**src/rtl/mon_pkg.sv**
```systemverilog
package mon_pkg;
  typedef enum logic [2:0] {
    TX_IDLE, TX_SEND, TX_HOLD, TX_GAP, TX_ABORT
  } tx_state_e;

  typedef enum logic [2:0] {
    RX_IDLE, RX_LOOK, RX_ACK, RX_GAP, RX_WAIT_END
  } rx_state_e;
endpackage

```
**src/rtl/mon_tx.sv**
```systemverilog
module mon_tx #(
  parameter int DATA_W = 8
) (
  input  logic              clk,
  input  logic              rst,
  input  logic              tick,
  input  logic              enable,
  input  logic              cont,
  input  logic [DATA_W-1:0] wdata,
  input  logic              write,
  input  logic              abort_req,
  input  logic              mr_in,
  output logic [DATA_W-1:0] dout,
  output logic              mx_out,
  output logic              ack_irq,
  output logic              aborted,
  output logic              active
);
  import mon_pkg::*;

  tx_state_e         st;
  logic [DATA_W-1:0] hold_q;
  logic              pend;
  logic              abt_q;
  logic              mr_prev;
  logic              mr_hi;

  assign active = (st != TX_IDLE);

  always_ff @(posedge clk) begin
    if (rst) begin
      st      <= TX_IDLE;
      hold_q  <= '0;
      pend    <= 1'b0;
      abt_q   <= 1'b0;
      dout    <= '0;
      mx_out  <= 1'b1;
      mr_prev <= 1'b1;
      mr_hi   <= 1'b0;
      ack_irq <= 1'b0;
      aborted <= 1'b0;
    end else begin
      ack_irq <= 1'b0;
      aborted <= 1'b0;
      if (write) begin
        hold_q <= wdata;
        pend   <= 1'b1;
      end
      if (abort_req) abt_q <= 1'b1;
      if (tick) begin
        mr_prev <= mr_in;
        case (st)
          TX_IDLE: begin
            abt_q <= 1'b0;
            mr_hi <= 1'b0;
            if (enable && pend) begin
              dout   <= hold_q;
              pend   <= write;
              mx_out <= 1'b0;
              st     <= TX_SEND;
            end
          end
          TX_SEND: begin
            if (abt_q) begin
              abt_q  <= 1'b0;
              mx_out <= 1'b1;
              st     <= TX_ABORT;
            end else if (!mr_in && mr_prev) begin
              ack_irq <= 1'b1;
              mr_hi   <= 1'b0;
              st      <= TX_HOLD;
            end
          end
          TX_HOLD: begin
            abt_q <= 1'b0;
            if (mr_in) begin
              if (mr_hi) begin
                aborted <= 1'b1;
                mx_out  <= 1'b1;
                st      <= TX_IDLE;
              end else begin
                mr_hi <= 1'b1;
              end
            end else begin
              mr_hi <= 1'b0;
              if (!cont) begin
                mx_out <= 1'b1;
                st     <= TX_IDLE;
              end else if (pend) begin
                mx_out <= 1'b1;
                st     <= TX_GAP;
              end
            end
          end
          TX_GAP: begin
            dout   <= hold_q;
            pend   <= write;
            mx_out <= 1'b0;
            st     <= TX_SEND;
          end
          TX_ABORT: begin
            aborted <= 1'b1;
            st      <= TX_IDLE;
          end
          default: st <= TX_IDLE;
        endcase
      end
    end
  end
endmodule

```
**src/rtl/mon_rx.sv**
```systemverilog
module mon_rx #(
  parameter int DATA_W = 8
) (
  input  logic              clk,
  input  logic              rst,
  input  logic              tick,
  input  logic [DATA_W-1:0] din,
  input  logic              mx_in,
  input  logic              abort_req,
  output logic              mr_out,
  output logic [DATA_W-1:0] rdata,
  output logic              valid,
  output logic              eom,
  output logic              aborted
);
  import mon_pkg::*;

  rx_state_e         st;
  logic [DATA_W-1:0] cand;
  logic              hi;
  logic              abt_q;

  always_ff @(posedge clk) begin
    if (rst) begin
      st      <= RX_IDLE;
      cand    <= '0;
      hi      <= 1'b0;
      abt_q   <= 1'b0;
      mr_out  <= 1'b1;
      rdata   <= '0;
      valid   <= 1'b0;
      eom     <= 1'b0;
      aborted <= 1'b0;
    end else begin
      valid   <= 1'b0;
      eom     <= 1'b0;
      aborted <= 1'b0;
      if (abort_req) abt_q <= 1'b1;
      if (tick) begin
        case (st)
          RX_IDLE: begin
            abt_q <= 1'b0;
            if (!mx_in) begin
              cand <= din;
              hi   <= 1'b0;
              st   <= RX_LOOK;
            end
          end
          RX_LOOK: begin
            if (mx_in) begin
              if (hi) begin
                aborted <= 1'b1;
                st      <= RX_IDLE;
              end else begin
                hi <= 1'b1;
              end
            end else if (hi) begin
              cand <= din;
              hi   <= 1'b0;
            end else if (din == cand) begin
              mr_out <= 1'b0;
              rdata  <= din;
              valid  <= 1'b1;
              st     <= RX_ACK;
            end else begin
              cand <= din;
            end
          end
          RX_ACK: begin
            if (abt_q) begin
              abt_q  <= 1'b0;
              mr_out <= 1'b1;
              st     <= RX_WAIT_END;
            end else if (mx_in) begin
              mr_out <= 1'b1;
              st     <= RX_GAP;
            end
          end
          RX_GAP: begin
            if (mx_in) begin
              eom <= 1'b1;
              st  <= RX_IDLE;
            end else begin
              cand <= din;
              hi   <= 1'b0;
              st   <= RX_LOOK;
            end
          end
          RX_WAIT_END: begin
            if (mx_in) begin
              aborted <= 1'b1;
              st      <= RX_IDLE;
            end
          end
          default: st <= RX_IDLE;
        endcase
      end
    end
  end
endmodule

```
**src/rtl/mon_xcvr.sv**
```systemverilog
module mon_xcvr #(
  parameter int DATA_W = 8
) (
  input  logic              clk,
  input  logic              rst,
  input  logic              frame_tick,
  input  logic              tx_enable,
  input  logic              tx_continue,
  input  logic [DATA_W-1:0] tx_wdata,
  input  logic              tx_write,
  input  logic              tx_abort,
  output logic              tx_ack_irq,
  output logic              tx_aborted,
  output logic              tx_active,
  input  logic              rx_abort_req,
  output logic [DATA_W-1:0] rx_rdata,
  output logic              rx_valid,
  output logic              rx_eom,
  output logic              rx_aborted,
  output logic [DATA_W-1:0] slot_dout,
  output logic              slot_mx_out,
  output logic              slot_mr_out,
  input  logic [DATA_W-1:0] slot_din,
  input  logic              slot_mx_in,
  input  logic              slot_mr_in
);
  mon_tx #(.DATA_W(DATA_W)) u_tx (
    .clk       (clk),
    .rst       (rst),
    .tick      (frame_tick),
    .enable    (tx_enable),
    .cont      (tx_continue),
    .wdata     (tx_wdata),
    .write     (tx_write),
    .abort_req (tx_abort),
    .mr_in     (slot_mr_in),
    .dout      (slot_dout),
    .mx_out    (slot_mx_out),
    .ack_irq   (tx_ack_irq),
    .aborted   (tx_aborted),
    .active    (tx_active)
  );

  mon_rx #(.DATA_W(DATA_W)) u_rx (
    .clk       (clk),
    .rst       (rst),
    .tick      (frame_tick),
    .din       (slot_din),
    .mx_in     (slot_mx_in),
    .abort_req (rx_abort_req),
    .mr_out    (slot_mr_out),
    .rdata     (rx_rdata),
    .valid     (rx_valid),
    .eom       (rx_eom),
    .aborted   (rx_aborted)
  );
endmodule

```
**config.mk**
```make
export PLATFORM = sky130hd
export DESIGN_NAME = mon_xcvr
export DESIGN_NICKNAME = d
export VERILOG_FILES = /design/src/rtl/mon_pkg.sv /design/src/rtl/mon_tx.sv /design/src/rtl/mon_rx.sv /design/src/rtl/mon_xcvr.sv
export SDC_FILE = /design/constraint.sdc
export NUM_CORES = 1
export LEC_CHECK = 0
export ABC_AREA = 1
export BUFFER_PORTS_ARGS = -buffer_cell sky130_fd_sc_hd__buf_2
export CAP_MARGIN = 20
export CORE_UTILIZATION = 54
export DETAILED_ROUTE_END_ITERATION = 8
export PLACE_DENSITY_LB_ADDON = 0.25
export RECOVER_POWER = 50
export SLEW_MARGIN = 40
export SYNTH_ARGS = -nofsm -noshare
export SYNTH_HDL_FRONTEND = slang
export SYNTH_SLANG_ARGS = --single-unit
```
**constraint.sdc**
```tcl
create_clock -name clk -period 2.03 [get_ports clk]
set_clock_uncertainty 0.15 [all_clocks]
set_input_delay 0.406 -clock clk [delete_from_list [all_inputs] [get_ports clk]]
set_output_delay 0.406 -clock clk [all_outputs]
set_load 0.01 [all_outputs]
```
## After elaboration in Yosys (flattened, before gate mapping)

Cells that the tools add are included.
W data, S select, Z words.

- Register bits: 51
- Input port bits: 26
- Output and inout port bits: 24

- Equality and inequality tests: 27
- Muxes and demuxes: 65
- Bitwise gates (word level): 6
- Reduce and logical (&&, ||, !) cells: 26

Operators by type and width:

| operator | number |
|---|---|
| $mux W3 | 15 |
| $mux W8 | 5 |
| $mux W1 | 32 |
| $pmux W8 S2 | 2 |
| $ne A3 B2 Y1 const B | 5 |
| $pmux W3 S5 | 1 |
| $reduce_and A5 Y1 | 3 |
| $pmux W1 S2 | 7 |
| $eq A3 B2 Y1 const B | 4 |
| $ne A2 B2 Y1 const B | 6 |
| $pmux W3 S4 | 1 |
| $reduce_and A6 Y1 | 2 |
| $eq A8 B8 Y1 | 1 |
| $ne A2 B1 Y1 const B | 4 |
| $reduce_and A7 Y1 | 1 |
| $eq A3 B1 Y1 const B | 2 |
| $eq A3 B3 Y1 const B | 2 |
| $logic_not A3 Y1 | 2 |
| $not A1 Y1 | 6 |
| $reduce_and A3 Y1 | 2 |
| $reduce_bool A2 Y1 | 3 |
| $reduce_bool A3 Y1 | 2 |
| $reduce_or A2 Y1 | 3 |
| $reduce_or A5 Y1 | 1 |
| 11 further kinds | 12 |

## Longest topological paths before layout

- Depth in word-level cells: 5
- Mapped depth: 11
- Mapped depth without buffers: 11

## Cells and area by module

Synthesis repeated with hierarchy kept, for this count alone.

- Cells, all modules: 362
- Area total of the unflattened synthesis: 2497.4 µm²

By module, submodules not included:

| module | times used | cells each | area each (µm²) |
|---|---|---|---|
| mon_rx | 1 | 199 | 1303.8 |
| mon_tx | 1 | 163 | 1193.6 |

## Least setup slack after synthesis

Ideal clock, no wire load.

- Path type: input to register
- Start point: in slot_din[1]
- End point: reg u_rx.cand[3]
- Library setup time: 0.110 ns
- Arrival: 1.246 ns
- Required time: 1.770 ns
- Slack: 0.524 ns
- Stages on the path: 10
- Path buffers: 0
- Cells stage by stage: inv_1 > nand2_1 > nand2_1 > nand2_1 > nor2_1 > nand4_2 > nand3_2 > nand2_1 > inv_1 > nor2_1

- Longest elaborated chain between the ends: 3

RTL lines:

| element | RTL line | RTL |
|---|---|---|
| from (decl) | mon_xcvr.sv:23 | `input logic [DATA_W-1:0] slot_din,` |
| $eq A8 B8 Y1 | mon_rx.sv:60 | `end else if (din == cand) begin` |
| $ne A3 B2 Y1 (no source line) | - |  |
| $reduce_and A5 Y1 (no source line) | - |  |
| to (signal assigned) | mon_rx.sv:58 | `cand <= din;` |
| to (signal assigned) | mon_rx.sv:66 | `cand <= din;` |
| to (signal assigned) | mon_rx.sv:84 | `cand <= din;` |
| to (decl) | mon_rx.sv:19 | `logic [DATA_W-1:0] cand;` |

Every way passes these cells.
A chain may end at the register's enable or synchronous reset.

## Worst setup path after layout

- Start point: reg u_rx.st[1]
- End point: reg u_rx.rdata[1]

- Longest elaborated chain between the ends: 2

RTL lines:

| element | RTL line | RTL |
|---|---|---|
| from (decl) | mon_rx.sv:18 | `rx_state_e st;` |
| from (signal assigned) | mon_rx.sv:25 | `st <= RX_IDLE;` |
| from (signal assigned) | mon_rx.sv:46 | `st <= RX_LOOK;` |
| from (signal assigned) | mon_rx.sv:53 | `st <= RX_IDLE;` |
| $eq A3 B1 Y1 | mon_rx.sv:40 | `case (st)` |
| $reduce_and A5 Y1 (no source line) | - |  |
| to (signal assigned) | mon_rx.sv:62 | `rdata <= din;` |
| to (decl) | mon_rx.sv:11 | `output logic [DATA_W-1:0] rdata,` |

Every way passes these cells.

==> flow_summary.toml <==
[power]
combPwrFrac_pct = 26.7
seqPwrFrac_pct = 47.7
leakage_nw = 1.25
total_power_mw = 2.47
power.density_nw_per_um2 = 915
p_int_mw = 1.65
p_sw_mw = 0.819
sw_frac_of_total_pct = 33.1
max-vdd-ir-drop_mv = 0.559
power_frac_clock_pct = 25.6

[logic_synthesis]
avgSynthCellArea_sq_um = 6.79
synth_edf_count = 0
synth_top_area_share_pct = 44.0
syn_inst = 342
synth_area_sq_um = 2320
synth.most_common_cell = "nand2_1"
syn_nets = 368
ys_top_cells_by_area = "dfxtp_1 (44%), nand2_1 (13%), inv_1 (8.4%), nor2_1 (7.6%), nand3_1 (5.4%)"
yosysWarnings = 0
seq_area_frac_synth_pct = 44.0
yosys-top-cells-count = "nand2_1 (81), inv_1 (52), dfxtp_1 (51)"
ys_ff_latch = 51
yosysTopAreaCell = "dfxtp_1"
synthFlopType = "dfxtp_1"
async_flop_share_pct = 0
synth.distinct_cells = 26

[grt]
grt_start_max_net_pins = 20
grt_use_total_pct = 22.5
grt_pass1_vias = 1866
grt_overflow_total = 0
grt_pass1_wl_um = 7760
antenna_found_initial = 0

[die]
core_area_sq_um = 4060
die_y_um = 67.6
die_w_um = 67.6
start_util_pct = 57.2
rows = 23
io_pins = 50
die_area_sq_um = 4570

[finish]
syn2layout_area_growth_pct = 16.3
final_layout_size_suffix_gt1_share_pct = 11.1
n_antenna_cell = 0
fin_nets = 422

[critical_path]
path_buf_inv = 1
crit_path_start_kind = "register"
path_class = "reg -> reg"
cp-end-kind = "register"
crit_chain = "inv_1 > nand3_1 > nor4_4 > nand2_2 > nand2_1 > a21oi_1"
cp_num_cells = 6
reg2reg_from = "u_rx.st[1]"
reg2regPathDepth = 6
startpoint = "u_rx.st[1]"
worst-path-max-fanout = 9
worst_ep_required_time_ns = 2.04
max_stage_delay_ns = 0.43
cp_top_family = "simple AND/OR/NAND/NOR gates"
arrival_ns = 1.78
critical-path-slowest-cell = "nor4_4"

[cts]
htree_levels = 2
post_cts_buffers = 0
clockBufferDepth = 2
cts_tree = "done"
cts-buffers-inserted = 5
cts-hold-fix-buffers = 0
clk_pin_slew_worst_paths_ns = 0.09
cts.sinks = 51
clk_latency_ns = 0.30
cts_resized = 0
cts-root-buf = "clkbuf_8"

[detailed_routing]
drtIter0Drc = 181
wl_um = 4890
dr.pass1.iters = 4
vias = 2260
vias_per_cell = 5.06
ant_nets = 0
wl_per_cell_um = 10.9
drc = 0

[timing]
slew_headroom_pct = 45.9
setup-violations-final = 0
fin_crit_ns = 1.77
post-route-period-util_pct = 87.3
rsz0062_at_grt = "no"
tns_ns = 0
hold_viol = 0
slew_violations = 0
worst_pin_slew_ns = 0.811
clock.fmax_mhz = 565

[place]
gp_congestion = 0.910
io_buffers = 49
dpl.hpwl_um = 3560

[worst_hold_path]
min_from = "tx_wdata[3]"
hold_path.class = "in -> reg"
hold_depth = 3

[flow_run]
cap_violations = 0

[outcome]
status = "complete, no violations"
[per-layer routing]
metal  wire (um)  up-vias  global-route usage, %
met4          93        0                   12.0
met1        2310      988                   29.0
met5           0        -                      0
li1            -     1195                      -
met3         279       11                   4.56
met2        2200       66                   35.1
[placed cells by master, fill, tap and decap left out]
cell,instances
o211ai_1,2
nor3_2,1
a31oi_1,1
nand3_2,1
nand4_2,1
dfxtp_1,51
mux2i_1,1
nand2_2,1
clkbuf_1,25
nand3_1,25
inv_2,1
nor3_1,1
nor2_2,1
clkbuf_8,7
nand4_1,12
or2_2,1
o21ai_0,22
clkinv_1,4
nor2_1,47
inv_1,52
nand2_1,81
xnor2_1,3
buf_2,27
a21oi_1,24
o32ai_1,1
nor4_4,1
o2111ai_1,1
buf_4,2
[kinds of logic after synthesis]
group           count (synthesis)  share of synthesized area [%]
simple gates                  173                           32.7
buf+inv                        63                           10.2
compound gates                 51                           11.6
flops                          51                           44.0
xor+xnor                        3                           1.13
mux                             1                          0.431
[registers in the layout, summed over array words and instances (netlist names), 3 cells and up]
name,flops
u_tx.st,3
u_rx.st,3
u_rx.cand,8
u_tx.dout,8
u_tx.hold_q,8
u_rx.rdata,8
[power by group through the flow]
stage / registers [mW] / logic (mW) / clock network [mW]
6_report: 1.18 / 0.661 / 0.633
5_1_grt: 1.19 / 0.763 / 0.678
4_1_cts: 1.18 / 0.665 / 0.657
3_5_place_dp: 1.20 / 0.660 / 0
3_3_place_gp: 1.20 / 0.655 / 0
2_1_floorplan: 1.20 / 0.481 / 0
[worst paths after layout]
kind | endpoint | slack, ns
worst max-delay path | u_rx.rdata[1] | 0.26
worst min-delay path | u_tx.hold_q[3] | 0.17
worst max register to register | u_rx.rdata[1] | 0.26
worst min register to register | u_tx.dout[4] | 0.30
[through the flow]
stage	std cells	worst slack [ns]	hold WS, ns	area (sq um)	utilization, %
after floorplan	342	0.524	0.286	2320	-
after global placement	439	0.146	0.280	2640	65.0
after detailed placement	439	0.139	0.281	2640	65.0
after CTS	447	0.277	0.165	2740	67.4
after global routing	447	0.0538	0.181	2700	66.6
final	447	0.259	0.175	2700	66.6
[layout make-up]
cell class,count,area [sq um]
fill,385,1360
multi-input combinational,228,1060
sequential,51,1020
timing repair buffer,53,240
inverter,57,214
clock buffer,8,100
tap,50,62.6
[worst min-delay path, delay by kind of cell]
family / cells / cell delay [ns]
simple gates: 2 / 0.11
buf+inv: 1 / 0.07
Note: power is estimated with default switching activity, not from simulation.
